**src/rtl/alu_pkg.sv**
```systemverilog
package alu_pkg;
  typedef enum logic [2:0] {
    OP_ADD = 3'd0,
    OP_SUB = 3'd1,
    OP_GT  = 3'd2,
    OP_EQ  = 3'd3,
    OP_AND = 3'd4,
    OP_OR  = 3'd5,
    OP_NOT = 3'd6,
    OP_SHR = 3'd7
  } alu_op_e;
endpackage

```
**src/rtl/alu_addsub.sv**
```systemverilog
module alu_addsub #(
  parameter int W = 4
) (
  input  logic [W-1:0] a_i,
  input  logic [W-1:0] b_i,
  input  logic         sub_i,
  output logic [W-1:0] sum_o,
  output logic         cout_o
);
  logic [W:0]   cy;
  logic [W-1:0] b_x;

  assign cy[0] = sub_i;  // +1 completes the two's complement

  for (genvar gi = 0; gi < W; gi++) begin : g_bit
    assign b_x[gi]   = b_i[gi] ^ sub_i;
    assign sum_o[gi] = a_i[gi] ^ b_x[gi] ^ cy[gi];
    assign cy[gi+1]  = (a_i[gi] & b_x[gi]) | (cy[gi] & (a_i[gi] ^ b_x[gi]));
  end

  assign cout_o = cy[W];
endmodule

```
**src/rtl/alu_flags.sv**
```systemverilog
module alu_flags
  import alu_pkg::*;
(
  input  logic    clk_i,
  input  logic    rst_ni,
  input  logic    upd_i,
  input  alu_op_e op_i,
  input  logic    cout_i,
  input  logic    zero_i,
  input  logic    shout_i,
  output logic    cmp_o,
  output logic    carry_o,
  output logic    shout_o
);
  logic cmp_q, carry_q, shout_q;

  always_ff @(posedge clk_i or negedge rst_ni) begin
    if (!rst_ni) begin
      cmp_q   <= 1'b0;
      carry_q <= 1'b0;
      shout_q <= 1'b0;
    end else if (upd_i) begin
      case (op_i)
        OP_ADD:  carry_q <= cout_i;
        OP_SUB:  carry_q <= ~cout_i;   // no carry out means borrow
        OP_GT:   cmp_q   <= ~cout_i;   // A-B borrows iff B > A
        OP_EQ:   cmp_q   <= zero_i;
        OP_SHR:  shout_q <= shout_i;
        default: ;
      endcase
    end
  end

  assign cmp_o   = cmp_q;
  assign carry_o = carry_q;
  assign shout_o = shout_q;

  a_r9_hold_no_strobe: assert property (@(posedge clk_i) disable iff (!rst_ni)
    !upd_i |=> $stable({cmp_q, carry_q, shout_q}));

  a_r7_cmp_isolated: assert property (@(posedge clk_i) disable iff (!rst_ni)
    (op_i != OP_GT && op_i != OP_EQ) |=> $stable(cmp_q));

  a_r7_carry_isolated: assert property (@(posedge clk_i) disable iff (!rst_ni)
    (op_i != OP_ADD && op_i != OP_SUB) |=> $stable(carry_q));

  a_r7_shout_isolated: assert property (@(posedge clk_i) disable iff (!rst_ni)
    (op_i != OP_SHR) |=> $stable(shout_q));
endmodule

```
**src/rtl/nibble_alu.sv**
```systemverilog
module nibble_alu
  import alu_pkg::*;
#(
  parameter int W = 4
) (
  input  logic         clk_i,
  input  logic         rst_ni,
  input  logic [2:0]   op_i,
  input  logic [W-1:0] a_i,
  input  logic [W-1:0] b_i,
  input  logic         upd_i,
  output logic [W-1:0] res_o,
  output logic         res_vld_o,
  output logic         cmp_o,
  output logic         carry_o,
  output logic         shout_o
);
  localparam int MAXV = (1 << W) - 1;

  alu_op_e      op;
  logic         sub_sel;
  logic [W-1:0] sum;
  logic         cout;

  assign op      = alu_op_e'(op_i);
  assign sub_sel = (op != OP_ADD);  // sub, gt, eq share the subtractor

  alu_addsub #(.W(W)) u_addsub (
    .a_i    (a_i),
    .b_i    (b_i),
    .sub_i  (sub_sel),
    .sum_o  (sum),
    .cout_o (cout)
  );

  alu_flags u_flags (
    .clk_i   (clk_i),
    .rst_ni  (rst_ni),
    .upd_i   (upd_i),
    .op_i    (op),
    .cout_i  (cout),
    .zero_i  (~|sum),
    .shout_i (a_i[0]),
    .cmp_o   (cmp_o),
    .carry_o (carry_o),
    .shout_o (shout_o)
  );

  always_comb begin
    res_vld_o = 1'b1;
    case (op)
      OP_ADD, OP_SUB: res_o = sum;
      OP_AND:         res_o = a_i & b_i;
      OP_OR:          res_o = a_i | b_i;
      OP_NOT:         res_o = ~a_i;
      OP_SHR:         res_o = {b_i[0], a_i[W-1:1]};
      default: begin  // compares: accumulator kept
        res_o     = a_i;
        res_vld_o = 1'b0;
      end
    endcase
  end

  a_r1_add_carry: assert property (@(posedge clk_i) disable iff (!rst_ni)
    (upd_i && op == OP_ADD) |=>
      carry_o == ((int'($past(a_i)) + int'($past(b_i))) > MAXV));

  a_r2_sub_borrow: assert property (@(posedge clk_i) disable iff (!rst_ni)
    (upd_i && op == OP_SUB) |=> carry_o == ($past(a_i) < $past(b_i)));

  a_r3_gt_flag: assert property (@(posedge clk_i) disable iff (!rst_ni)
    (upd_i && op == OP_GT) |=> cmp_o == ($past(b_i) > $past(a_i)));

  a_r4_eq_flag: assert property (@(posedge clk_i) disable iff (!rst_ni)
    (upd_i && op == OP_EQ) |=> cmp_o == ($past(a_i) == $past(b_i)));

  a_r5_shift_out: assert property (@(posedge clk_i) disable iff (!rst_ni)
    (upd_i && op == OP_SHR) |=> shout_o == $past(a_i[0]));

  a_r8_acc_kept: assert property (@(posedge clk_i) disable iff (!rst_ni)
    !res_vld_o |-> (res_o == a_i && (op == OP_GT || op == OP_EQ)));
endmodule

```
**config.mk**
```make
export PLATFORM = sky130hd
export DESIGN_NAME = nibble_alu
export DESIGN_NICKNAME = d
export VERILOG_FILES = /design/src/rtl/alu_pkg.sv /design/src/rtl/alu_addsub.sv /design/src/rtl/alu_flags.sv /design/src/rtl/nibble_alu.sv
export SDC_FILE = /design/constraint.sdc
export NUM_CORES = 1
export LEC_CHECK = 0
export BUFFER_PORTS_ARGS = -buffer_cell sky130_fd_sc_hd__buf_2
export CORE_AREA = 2 2 39 41
export DETAILED_ROUTE_END_ITERATION = 6
export DIE_AREA = 0 0 41 43
export GPL_TIMING_DRIVEN = 1
export PLACE_DENSITY = 0.65
export SLEW_MARGIN = 20
export SYNTH_ARGS = -nofsm -noshare
export SYNTH_HDL_FRONTEND = slang
export SYNTH_SLANG_ARGS = --single-unit
export TNS_END_PERCENT = 5
```
**constraint.sdc**
```tcl
create_clock -name clk_i -period 6.1 [get_ports clk_i]
set_clock_uncertainty 0.1 [all_clocks]
set_input_delay 0.915 -clock clk_i [delete_from_list [all_inputs] [get_ports clk_i]]
set_output_delay 0.915 -clock clk_i [all_outputs]
set_load 0.1 [all_outputs]
```
-- Yosys cells after proc, flatten, opt, wreduce, memory -nomap -nowiden
Cells that the tools add are included.
- bits in latches: 0
- output and inout port bits: 8
- memories: 0
- memory bits (read-only): 0
- bits in registers: 3
- RAM bits: 0
- bitwise operators: 28
- reduce and logical (&&, ||, !) cells: 11
- multiply operators: 0
- eq/ne operators: 7
- $lt $le $gt $ge: 0
- $add $sub $neg: 0
- shift-type cells: 0
- multiplexer cells: 4
- div/mod/pow operators: 0
- operators with widths (kind ; count):
    case mux 4 bit (5 select lines) ; 1
    == test 3 bit (second input constant) ; 4
    bitwise XOR 1 bit ; 12
    AND 1 bit ; 8
    == test 3 x 2 -> 1 bit (second input constant) ; 2
    AND reduction 2 bit ; 3
    OR reduction 6 bit ; 1
    AND 4 bit ; 1
    NOT 4 bit ; 1
    OR 1 bit ; 4
    OR 4 bit ; 1
    case mux 1 bit (2 select lines) ; 2
    nonzero test 2 bit ; 2
    OR reduction 4 bit ; 1
    == test 3 x 1 -> 1 bit (second input constant) ; 1
    logical NOT 3 bit ; 1
    nonzero test 3 bit ; 1
    OR reduction 2 bit ; 1
    logical NOT 1 bit ; 1
    two-way mux 1 bit ; 1
    NOT 1 bit ; 1

-- Depth between registers and ports, before layout
Gate-level depths: netlist (run 1).
- word-level depth: 13
- gate-level depth with buffers: 9
- mapped depth without buffers: 8

-- Hierarchy
Synthesis (run 1) repeated with hierarchy kept, for this count alone.
- cells, all modules: 58
- area, all modules: 490.5 sq um
- by module, submodules not included (module ; times used ; seq. area each (sq um) ; area an instance (sq um) ; cells each):
    nibble_alu ; 1 ; 0.0 ; 226.5 ; 32
    alu_flags ; 1 ; 75.1 ; 142.6 ; 14
    alu_addsub ; 1 ; 0.0 ; 121.4 ; 12

-- Least setup slack after synthesis (run 1)
OpenSTA, ideal clock, no wires.
- path type: input to output
- start: in op_i[0]
- end: out res_o[3]
- data required time: 5.085 ns
- cell stages on the path: 9
- slack: -0.035 ns
- arrival: 5.120 ns
- cells stage by stage: buf_4 -> nor3_2 -> xnor2_1 -> fa_1 -> inv_1 -> fa_1 -> fa_1 -> o2bb2ai_1 -> a311oi_1
- word-level cells in the longest chain between the ends: 11
- elaborated cells between the ends (all ways): 27
- classes of those cells: eq/ne (5); mux (1); bitwise (18); reduce/logical (3)
- ends and longest elaborated chain (element ; RTL line ; RTL):
    start, declared ; nibble_alu.sv:8 ; input logic [2:0] op_i,
    nonzero test 3 bit ; nibble_alu.sv:26 ; assign sub_sel = (op != OP_ADD);
    bitwise XOR 1 bit ; alu_addsub.sv:16 ; assign b_x[gi] = b_i[gi] ^ sub_i;
    bitwise XOR 1 bit ; alu_addsub.sv:18 ; assign cy[gi+1] = (a_i[gi] & b_x[gi]) | (cy[gi] & (a_i[gi] ^ b_x[gi]));
    AND 1 bit ; alu_addsub.sv:18 ;
    OR 1 bit ; alu_addsub.sv:18 ;
    AND 1 bit ; alu_addsub.sv:18 ;
    OR 1 bit ; alu_addsub.sv:18 ;
    AND 1 bit ; alu_addsub.sv:18 ;
    OR 1 bit ; alu_addsub.sv:18 ;
    bitwise XOR 1 bit ; alu_addsub.sv:17 ; assign sum_o[gi] = a_i[gi] ^ b_x[gi] ^ cy[gi];
    case mux 4 bit (5 select lines) * ; nibble_alu.sv:51 ; case (op)
    end, declared ; nibble_alu.sv:12 ; output logic [W-1:0] res_o,
Mark *: on every way between the ends. The rest lies on a longest branch, timed or not.

-- Worst setup path after layout (run 1)
Ends and elaborated chain as after synthesis.

==> impl_metrics.tcl, run 1 <==
set metrics [dict create \
    initial_core_util 0.3761 \
    area_growth_pct 25.72 \
    yosysWarnings 0 \
    gr-total-overflow 0 \
    grt_use_total 0.1455 \
    path_common_cell "fa_1" \
    wire_per_inst_um 11.23 \
    power_density_nw_per_um2 263.7 \
    cts_buffers 3 \
    drt_iter0_markers 6 \
    synth_edf_count 0 \
    vdd_ir_drop_max_uv 85.71 \
    p_leak_nw 0.3196 \
    core_area_sq_um 1384 \
    die_h_um 43 \
    cts_resized 0 \
    hold_buffers 0 \
    dp_hpwl_um 891.2 \
    first_pass_iters 2 \
    grt_pass1_vias 478 \
    slowest_stage "fa_1" \
    clock_sinks 3 \
    io_pins 22 \
    rsz0062_at_grt "no" \
    path_clk_slew_ns 0.04 \
    fin_crit_sh 0.7624 \
    drc 0 \
    syn_area_sq_um 520.5 \
    synth_area_leader_cell "dfrtp_1" \
    outcome "complete, no violations" \
    critPathMaxFanout 15 \
    slew-limit-headroom 0.6765 \
    path_cells "buf_2 > nor3_2 > xnor2_1 > fa_1 > inv_1 > fa_1 > fa_1 > o2bb2ai_1 > a311oi_2 > buf_2" \
    vias 479 \
    ant_nets 0 \
    diodes 0 \
    cp.required_ns 5.08 \
    slew_violations 0 \
    insertion_delay_ns 0.23 \
    pre_cts_ws_ns 1.439 \
    end_kind "output port" \
    finalNetCount 100 \
    die_area_sq_um 1763 \
    post_drt_via_cell_ratio 4.990 \
    max_freq_mhz 215.0 \
    gp_congestion 0.7787 \
    antenna_found_initial 0 \
    hold_path.class "input port to async pin" \
    max_slew.worst_pin.slew_ns 0.4886 \
    wirelength_um 1078 \
    postSynth.asyncResetShare 1.000 \
    root_buffer "clkbuf_4" \
    postCtsSetupBuffers 0 \
    critPathArrivalTime_ns 3.64 \
    die_w_um 41 \
    fin_ws_ns 1.449 \
    cts_tree "done" \
    synthMostInstantiatedCell "inv_1" \
    crit_cells 10 \
    path_class "input port to output port" \
    synthFlopType "dfrtp_1" \
    num-fill-cells 159 \
    synth.distinct_cells 27 \
    fin_crit_ns 4.651 \
    grt_max_degree 16 \
    ff2ff_path_depth 2 \
    port_buffers 21 \
    syn_inst 58 \
    start_kind "input port" \
    htreeDepth 1 \
    ys_seq_elements 3 \
    synth_top_area_frac 0.1442 \
    synth_area_per_cell_sq_um 8.974 \
    clk_path_buf_depth 2 \
    finalSetupViolCount 0 \
    hold_viol_final 0 \
    slowest_delay_ns 0.47 \
    final_layout_size_suffix_gt1_frac 0.3750 \
    grt_first_pass_wirelength_um 1752 \
    yosys-top-cells-count "inv_1, nand2_1, mux2i_1, nor2_1, o21ai_0" \
    synth_fp_nets 77 \
    row_count 14 \
    setup_tns_ns 0 \
    drv_cap 0 \
    yosysSeqAreaShare 0.1442 \
    cp_num_buf_inv 3 \
    synth_top_cells_by_area "dfrtp_1, fa_1, mux4_2" \
    critPathTopFamily "adder cells" \
]
==> power by group <==
| part | switching (mW) | internal (mW) | leakage, nW |
|---|---|---|---|
| sequential | 0.00176 | 0.0240 | 0.0366 |
| clock | 0.0102 | 0.0245 | 0.0150 |
| combinational | 0.0860 | 0.0261 | 0.268 |
| total | 0.0980 | 0.0746 | 0.320 |
==> cells by family after synthesis <==
group           Yosys count  synth area share
simple gates             19            0.2043
compound gates            9            0.1106
buf+inv                   9           0.08893
fa+ha+maj                 8            0.2212
mux                       6            0.1635
xor+xnor                  4           0.06732
flops                     3            0.1442
==> cell type report <==
class | count | area (sq um) | area share
repair buffers | 21 | 105.1 | 0.1606
multi-input cells | 46 | 405.4 | 0.6195
flip-flops and latches | 3 | 75.07 | 0.1147
well taps | 16 | 20.02 | 0.03059
inverters | 6 | 22.52 | 0.03442
clock buffers | 4 | 26.28 | 0.04015
==> state kept, by name, summed over array words and instances (netlist names) <==
name,count
u_flags.carry_o,1
u_flags.cmp_o,1
u_flags.shout_o,1
==> layer usage <==
| metal | vias up | wire, um | global-route usage | part of all wire |
|---|---|---|---|---|
| met5 | - | 0 | 0 | 0 |
| met4 | 0 | 0 | 0.1000 | 0 |
| met3 | 0 | 48 | 0 | 0.045 |
| met2 | 13 | 570 | 0.2500 | 0.53 |
| met1 | 218 | 459 | 0.1607 | 0.43 |
| li1 | 248 | - | - | - |
==> placed cells by master (no fill, tap or decap), types with 2 or more instances in the layout <==
cell      netlist  layout
buf_2           1      21
clkbuf_4        0       3
dfrtp_1         3       3
fa_1            3       3
ha_1            2       2
inv_1           6       6
maj3_1          3       3
mux2i_1         4       4
mux4_2          2       2
nand2_1         5       5
nand2b_1        3       3
nand4_1         2       2
nor2_1          4       4
o21ai_0         4       4
xor2_1          3       3
==> metrics by stage <==
stage	hold slack (ns)	instances	utilization	total power [mW]	area [sq um]
floorplan	0.5194	58	-	0.1190	526.8
global placement	0.3608	92	0.4539	0.1369	628.1
detailed placement	0.3704	92	0.4539	0.1392	628.1
CTS	0.3588	96	0.4729	0.1761	654.4
global route	0.3701	96	0.4729	0.1824	654.4
finish	0.3695	96	0.4729	0.1726	654.4
==> worst paths after layout <==
kind                                  from         endpoint  slack, ns
max in group asynchronous           rst_ni  u_flags.carry_o       5.42
max                                op_i[0]         res_o[3]       1.45
max reg2reg                  u_flags.cmp_o    u_flags.cmp_o       5.37
min                                 rst_ni    u_flags.cmp_o       0.37
min in group clk_i         u_flags.shout_o  u_flags.shout_o       0.37
min reg2reg                u_flags.shout_o  u_flags.shout_o       0.37
(Power assumes the default switching activity.)
==> run 2: changes to the inputs <==
- ABC_AREA: unset -> 1
- CORE_AREA: 2 2 39 41 -> unset
- CORE_MARGIN: unset -> 2
- CORE_UTILIZATION: unset -> 45
- DIE_AREA: 0 0 41 43 -> unset
- PLACE_DENSITY: 0.65 -> 0.7
- clock period: 6.1 -> 4.5 ns (I/O delays scaled with it)
==> run 2 against run 1 <==
  * Final area rose by 21%
  * Combinational power increased by 46%
  * Die area rose by 4.2%
  * First-iteration DRC count increased to 2.8 times the previous value
  * Highest routed layer unchanged
==> impl_metrics.tcl, run 2 <==
set metrics [dict create \
    outcome "complete, no violations" \
    ant_nets 0 \
    slowest_delay_ns 0.43 \
    antenna_found_initial 0 \
    yosys-top-cells-count "nand2_1, inv_1, nand3_1" \
    row_count 14 \
    postSynth.asyncResetShare 1.000 \
    finalSetupViolCount 0 \
    io_pins 22 \
    path_common_cell "fa_1" \
    htreeDepth 1 \
    final_cell_mix "nand2_1, buf_2, inv_1, nand3_1, nor2_1" \
    grt_pass1_vias 628 \
    hold_viol_final 0 \
    insertion_delay_ns 0.23 \
    slew_violations 0 \
    synth_area_leader_cell "nand2_1" \
    grt_max_degree 17 \
    synth_fp_nets 128 \
    gp_congestion 0.8582 \
    drc 0 \
    start_kind "input port" \
    synthFlopType "dfrtp_1" \
    synth_top_area_frac 0.1934 \
    hold_buffers 0 \
    diodes 0 \
    final_layout_size_suffix_gt1_frac 0.2538 \
    synth-adder-area-share 0.1252 \
    clock_sinks 3 \
    area_growth_pct 16.21 \
    wirelength_um 1544 \
    slew-limit-headroom 0.6753 \
    cts_buffers 3 \
    p_leak_nw 0.4911 \
    fin_crit_ns 3.834 \
    initial_core_util 0.4673 \
    finalNetCount 150 \
    ys_seq_elements 3 \
    path_class "input port to output port" \
    synthSimpleGateAreaFrac 0.5193 \
    place_inst 142 \
    post_drt_via_cell_ratio 4.863 \
    synth.distinct_cells 20 \
    vias 710 \
    synthMostInstantiatedCell "nand2_1" \
    gr-total-overflow 0 \
    yosysWarnings 0 \
    die_w_um 42.86 \
    synth_compound_area_frac 0.02578 \
    synth_top_cells_by_area "nand2_1, nand3_1, dfrtp_1" \
    rsz0062_at_grt "no" \
    core_area_sq_um 1454 \
    setup_tns_ns 0 \
    die_area_sq_um 1837 \
    root_buffer "clkbuf_4" \
    drv_cap 0 \
    syn_area_sq_um 679.4 \
    max_slew.worst_pin.slew_ns 0.4905 \
    final_util 0.5430 \
    slowest_stage "fa_1" \
    yosysSeqAreaShare 0.1105 \
    critPathTopFamily "adder cells" \
    syn_inst 109 \
    die_h_um 42.86 \
    hold_path.class "input port to async pin" \
    cts_resized 0 \
    stdcell_count 146 \
    synth_edf_count 0 \
    grt_use_total 0.1905 \
    fin_crit_sh 0.8520 \
    vdd_ir_drop_max_uv 184.6 \
    synth-xor-area-share 0.03867 \
    critPathMaxFanout 16 \
    grt_first_pass_wirelength_um 2725 \
    first_pass_iters 4 \
    critPathArrivalTime_ns 3.06 \
    dp_hpwl_um 1281 \
    cp_num_buf_inv 5 \
    port_buffers 21 \
    clk_path_buf_depth 2 \
    wire_per_inst_um 10.58 \
    cp.required_ns 3.72 \
    synth_top_family_by_area "simple AND/OR/NAND/NOR gates" \
    synth_mux_area_frac 0 \
    whs_ns 0.1283 \
    final_common_cell "nand2_1" \
    path_clk_slew_ns 0.04 \
    postCtsSetupBuffers 0 \
    end_kind "output port" \
    power_density_nw_per_um2 314.3 \
    synth_area_per_cell_sq_um 6.233 \
    finalPower_mw 0.2481 \
    cts_tree "done" \
    max_freq_mhz 260.8 \
    path_cells "buf_2 > inv_2 > nand2_4 > xor2_1 > fa_1 > inv_1 > fa_1 > fa_1 > inv_1 > nand2_1 > nand3_1 > buf_2" \
    drt_iter0_markers 17 \
]
==> run 2: cell type report <==
cell class | instances | area [sq um]
clock buffer | 4 | 26.28
sequential | 3 | 75.07
timing repair buffer | 21 | 105.1
fill | 155 | 664.4
multi-input combinational | 81 | 481.7
tap | 16 | 20.02
inverter | 21 | 81.33
==> run 2: worst paths after layout <==
kind,start,to,slack [ns],depth (start not counted)
worst max register to register,u_flags.shout_o,u_flags.shout_o,3.78,2
worst max-delay path,op_i[2],res_o[3],0.67,12
max in group asynchronous,rst_ni,u_flags.shout_o,4.06,1
worst min register to register,u_flags.carry_o,u_flags.carry_o,0.39,2
min in group clk_i,u_flags.carry_o,u_flags.carry_o,0.39,2
worst min-delay path,rst_ni,u_flags.cmp_o,0.13,1
==> run 2: cells by family after synthesis <==
family | count (synthesis)
compound gates | 3
xor+xnor | 3
fa+ha+maj | 5
buf+inv | 25
flops | 3
simple gates | 70
==> run 2: report_power, final <==
part | switching, mW | total [mW] | internal [mW]
combinational | 0.131 | 0.164 | 0.0326
sequential | 0.00298 | 0.0357 | 0.0327
clock | 0.0152 | 0.0485 | 0.0333
==> run 2: stage by stage <==
| step | area (sq um) | setup slack [ns] |
|---|---|---|
| 6_report | 789.5 | 0.6662 |
| 4_1_cts | 789.5 | 0.6601 |
| 2_1_floorplan | 679.4 | 0.6247 |
| 5_1_grt | 789.5 | 0.4541 |
| 3_5_place_dp | 763.2 | 0.6491 |
| 3_3_place_gp | 763.2 | 0.6892 |
==> run 2: layer usage <==
| layer | vias to the layer above | track usage | share of wire |
|---|---|---|---|
| li1 | 379 | - | - |
| met1 | 313 | 0.2682 | 0.48 |
| met2 | 18 | 0.3091 | 0.47 |
| met3 | 0 | 0.02553 | 0.052 |
| met4 | 0 | 0.03750 | 0 |
| met5 | - | 0 | 0 |
==> run 2: worst register-to-register path, stage by stage (launching register included) <==
cell and delay [ns]:
dfrtp_1 0.37, nand2_1 0.07, o21ai_1 0.06
==> run 3: changes to the inputs <==
- CORE_UTILIZATION: 45 -> 43
- PLACE_DENSITY: 0.7 -> 0.67
==> run 3 against run 2 <==
  * Final area unchanged
  * Global-route usage up 0.76 points
  * Via count up 1.1%
==> impl_metrics.tcl, run 3 (same netlist as run 2, synthesis figures left out) <==
set metrics [dict create \
    outcome "complete, no violations" \
    ant_nets 0 \
    slew_violations 0 \
    num-fill-cells 158 \
    hold_path.class "input port to async pin" \
    rsz0062_at_grt "no" \
    p_leak_nw 0.4911 \
    area_growth_pct 16.21 \
    critPathArrivalTime_ns 3.07 \
    cts_tree "done" \
    dp_hpwl_um 1296 \
    path_clk_slew_ns 0.04 \
    grt_use_total 0.1981 \
    hold_viol_final 0 \
    insertion_delay_ns 0.24 \
    htreeDepth 1 \
    root_buffer "clkbuf_4" \
    grt_first_pass_wirelength_um 2842 \
    critPathTopFamily "adder cells" \
    drt_iter0_markers 12 \
    antenna_found_initial 0 \
    grt_max_degree 17 \
    whs_ns 0.1242 \
    slowest_delay_ns 0.43 \
    crit_start "op_i[2]" \
    wirelength_um 1622 \
    pwr-share-clk 0.194 \
    setup_tns_ns 0 \
    die_w_um 43.75 \
    slowest_stage "fa_1" \
    postCtsSetupBuffers 0 \
    end_kind "output port" \
    path_class "input port to output port" \
    final_layout_size_suffix_gt1_frac 0.2538 \
    die_h_um 43.75 \
    io_pins 22 \
    hold_buffers 0 \
    p_switching_mw 0.1486 \
    initial_core_util 0.4563 \
    core_area_sq_um 1489 \
    fin_ws_ns 0.6546 \
    final_common_cell "nand2_1" \
    finalPower_mw 0.2473 \
    port_buffers 21 \
    vdd_ir_drop_max_uv 129.4 \
    slew-limit-headroom 0.6780 \
    grt_pass1_vias 627 \
    diodes 0 \
    postLayoutCellArea_sq_um 789.5 \
    final_cell_mix "nand2_1, buf_2, inv_1, nand3_1, nor2_1" \
    power_density_nw_per_um2 313.2 \
    path_common_cell "fa_1" \
    finalNetCount 150 \
    start_kind "input port" \
    fin_crit_ns 3.845 \
    die_area_sq_um 1914 \
    cts_buffers 3 \
    intPower_mw 0.09866 \
    critPathMaxFanout 16 \
    path_cells "buf_2 > inv_2 > nand2_4 > xor2_1 > fa_1 > inv_1 > fa_1 > fa_1 > inv_1 > nand2_1 > nand3_1 > buf_2" \
    vias 718 \
    switching_share 0.6010 \
    clk_path_buf_depth 2 \
    finalSetupViolCount 0 \
    cp.required_ns 3.72 \
    max_freq_mhz 260.1 \
    p_comb_frac 0.663 \
    wire_per_inst_um 11.11 \
    row_count 14 \
    cp_num_buf_inv 5 \
    clock_sinks 3 \
    pwr-share-seq 0.142 \
    gr-total-overflow 0 \
    place_inst 142 \
    place_area_sq_um 763.2 \
    fin_crit_sh 0.8545 \
    post_drt_via_cell_ratio 4.918 \
    gp_congestion 0.8612 \
    drv_cap 0 \
    stdcell_count 146 \
    final_util 0.5303 \
    first_pass_iters 4 \
    pre_cts_ws_ns 0.6306 \
    cts_resized 0 \
    reg2reg_from "u_flags.cmp_o" \
    max_slew.worst_pin.slew_ns 0.4864 \
    drc 0 \
]
## run 3: cell counts in the layout (fill, tap and decap cells not counted)
Identical to the previous run, type by type.
## run 3: routing by layer
metal  share of wire  up-vias  GRT usage
met5               0        -          0
met3           0.043        3    0.01667
met4           0.017        0    0.07273
met1            0.44      320     0.2583
li1                -      377          -
met2            0.50       18     0.3382
## run 3: power by group through the flow
stage	Sequential (mW)	Clock [mW]	Combinational [mW]
final	0.0352	0.0480	0.164
after global routing	0.0356	0.0520	0.176
after CTS	0.0353	0.0496	0.165
after detailed placement	0.0356	0	0.165
after global placement	0.0356	0	0.165
after floorplan	0.0772	0	0.0963
## run 3: worst paths after layout
check / depth (start not counted) / to / slack (ns)
min in group clk_i: 2 / u_flags.carry_o / 0.37
worst max register to register: 2 / u_flags.cmp_o / 3.78
worst max-delay path: 12 / res_o[3] / 0.65
worst min-delay path: 1 / u_flags.carry_o / 0.12
worst min register to register: 2 / u_flags.carry_o / 0.37
max in group asynchronous: 1 / u_flags.cmp_o / 4.06
## run 3: cell type report
| class | instances | area [sq um] | share of cell area |
|---|---|---|---|
| Clock buffer | 4 | 26.28 | 0.03328 |
| Timing Repair Buffer | 21 | 105.1 | 0.1331 |
| Tap cell | 16 | 20.02 | 0.02536 |
| Sequential cell | 3 | 75.07 | 0.09509 |
| Inverter | 21 | 81.33 | 0.1030 |
| Multi-Input combinational cell | 81 | 481.7 | 0.6101 |
## run 3: worst register-to-register path, delay by kind of cell, from the launching register on
family          cells  cell delay, ns
flops               1            0.33
buf+inv             1            0.04
compound gates      1            0.15
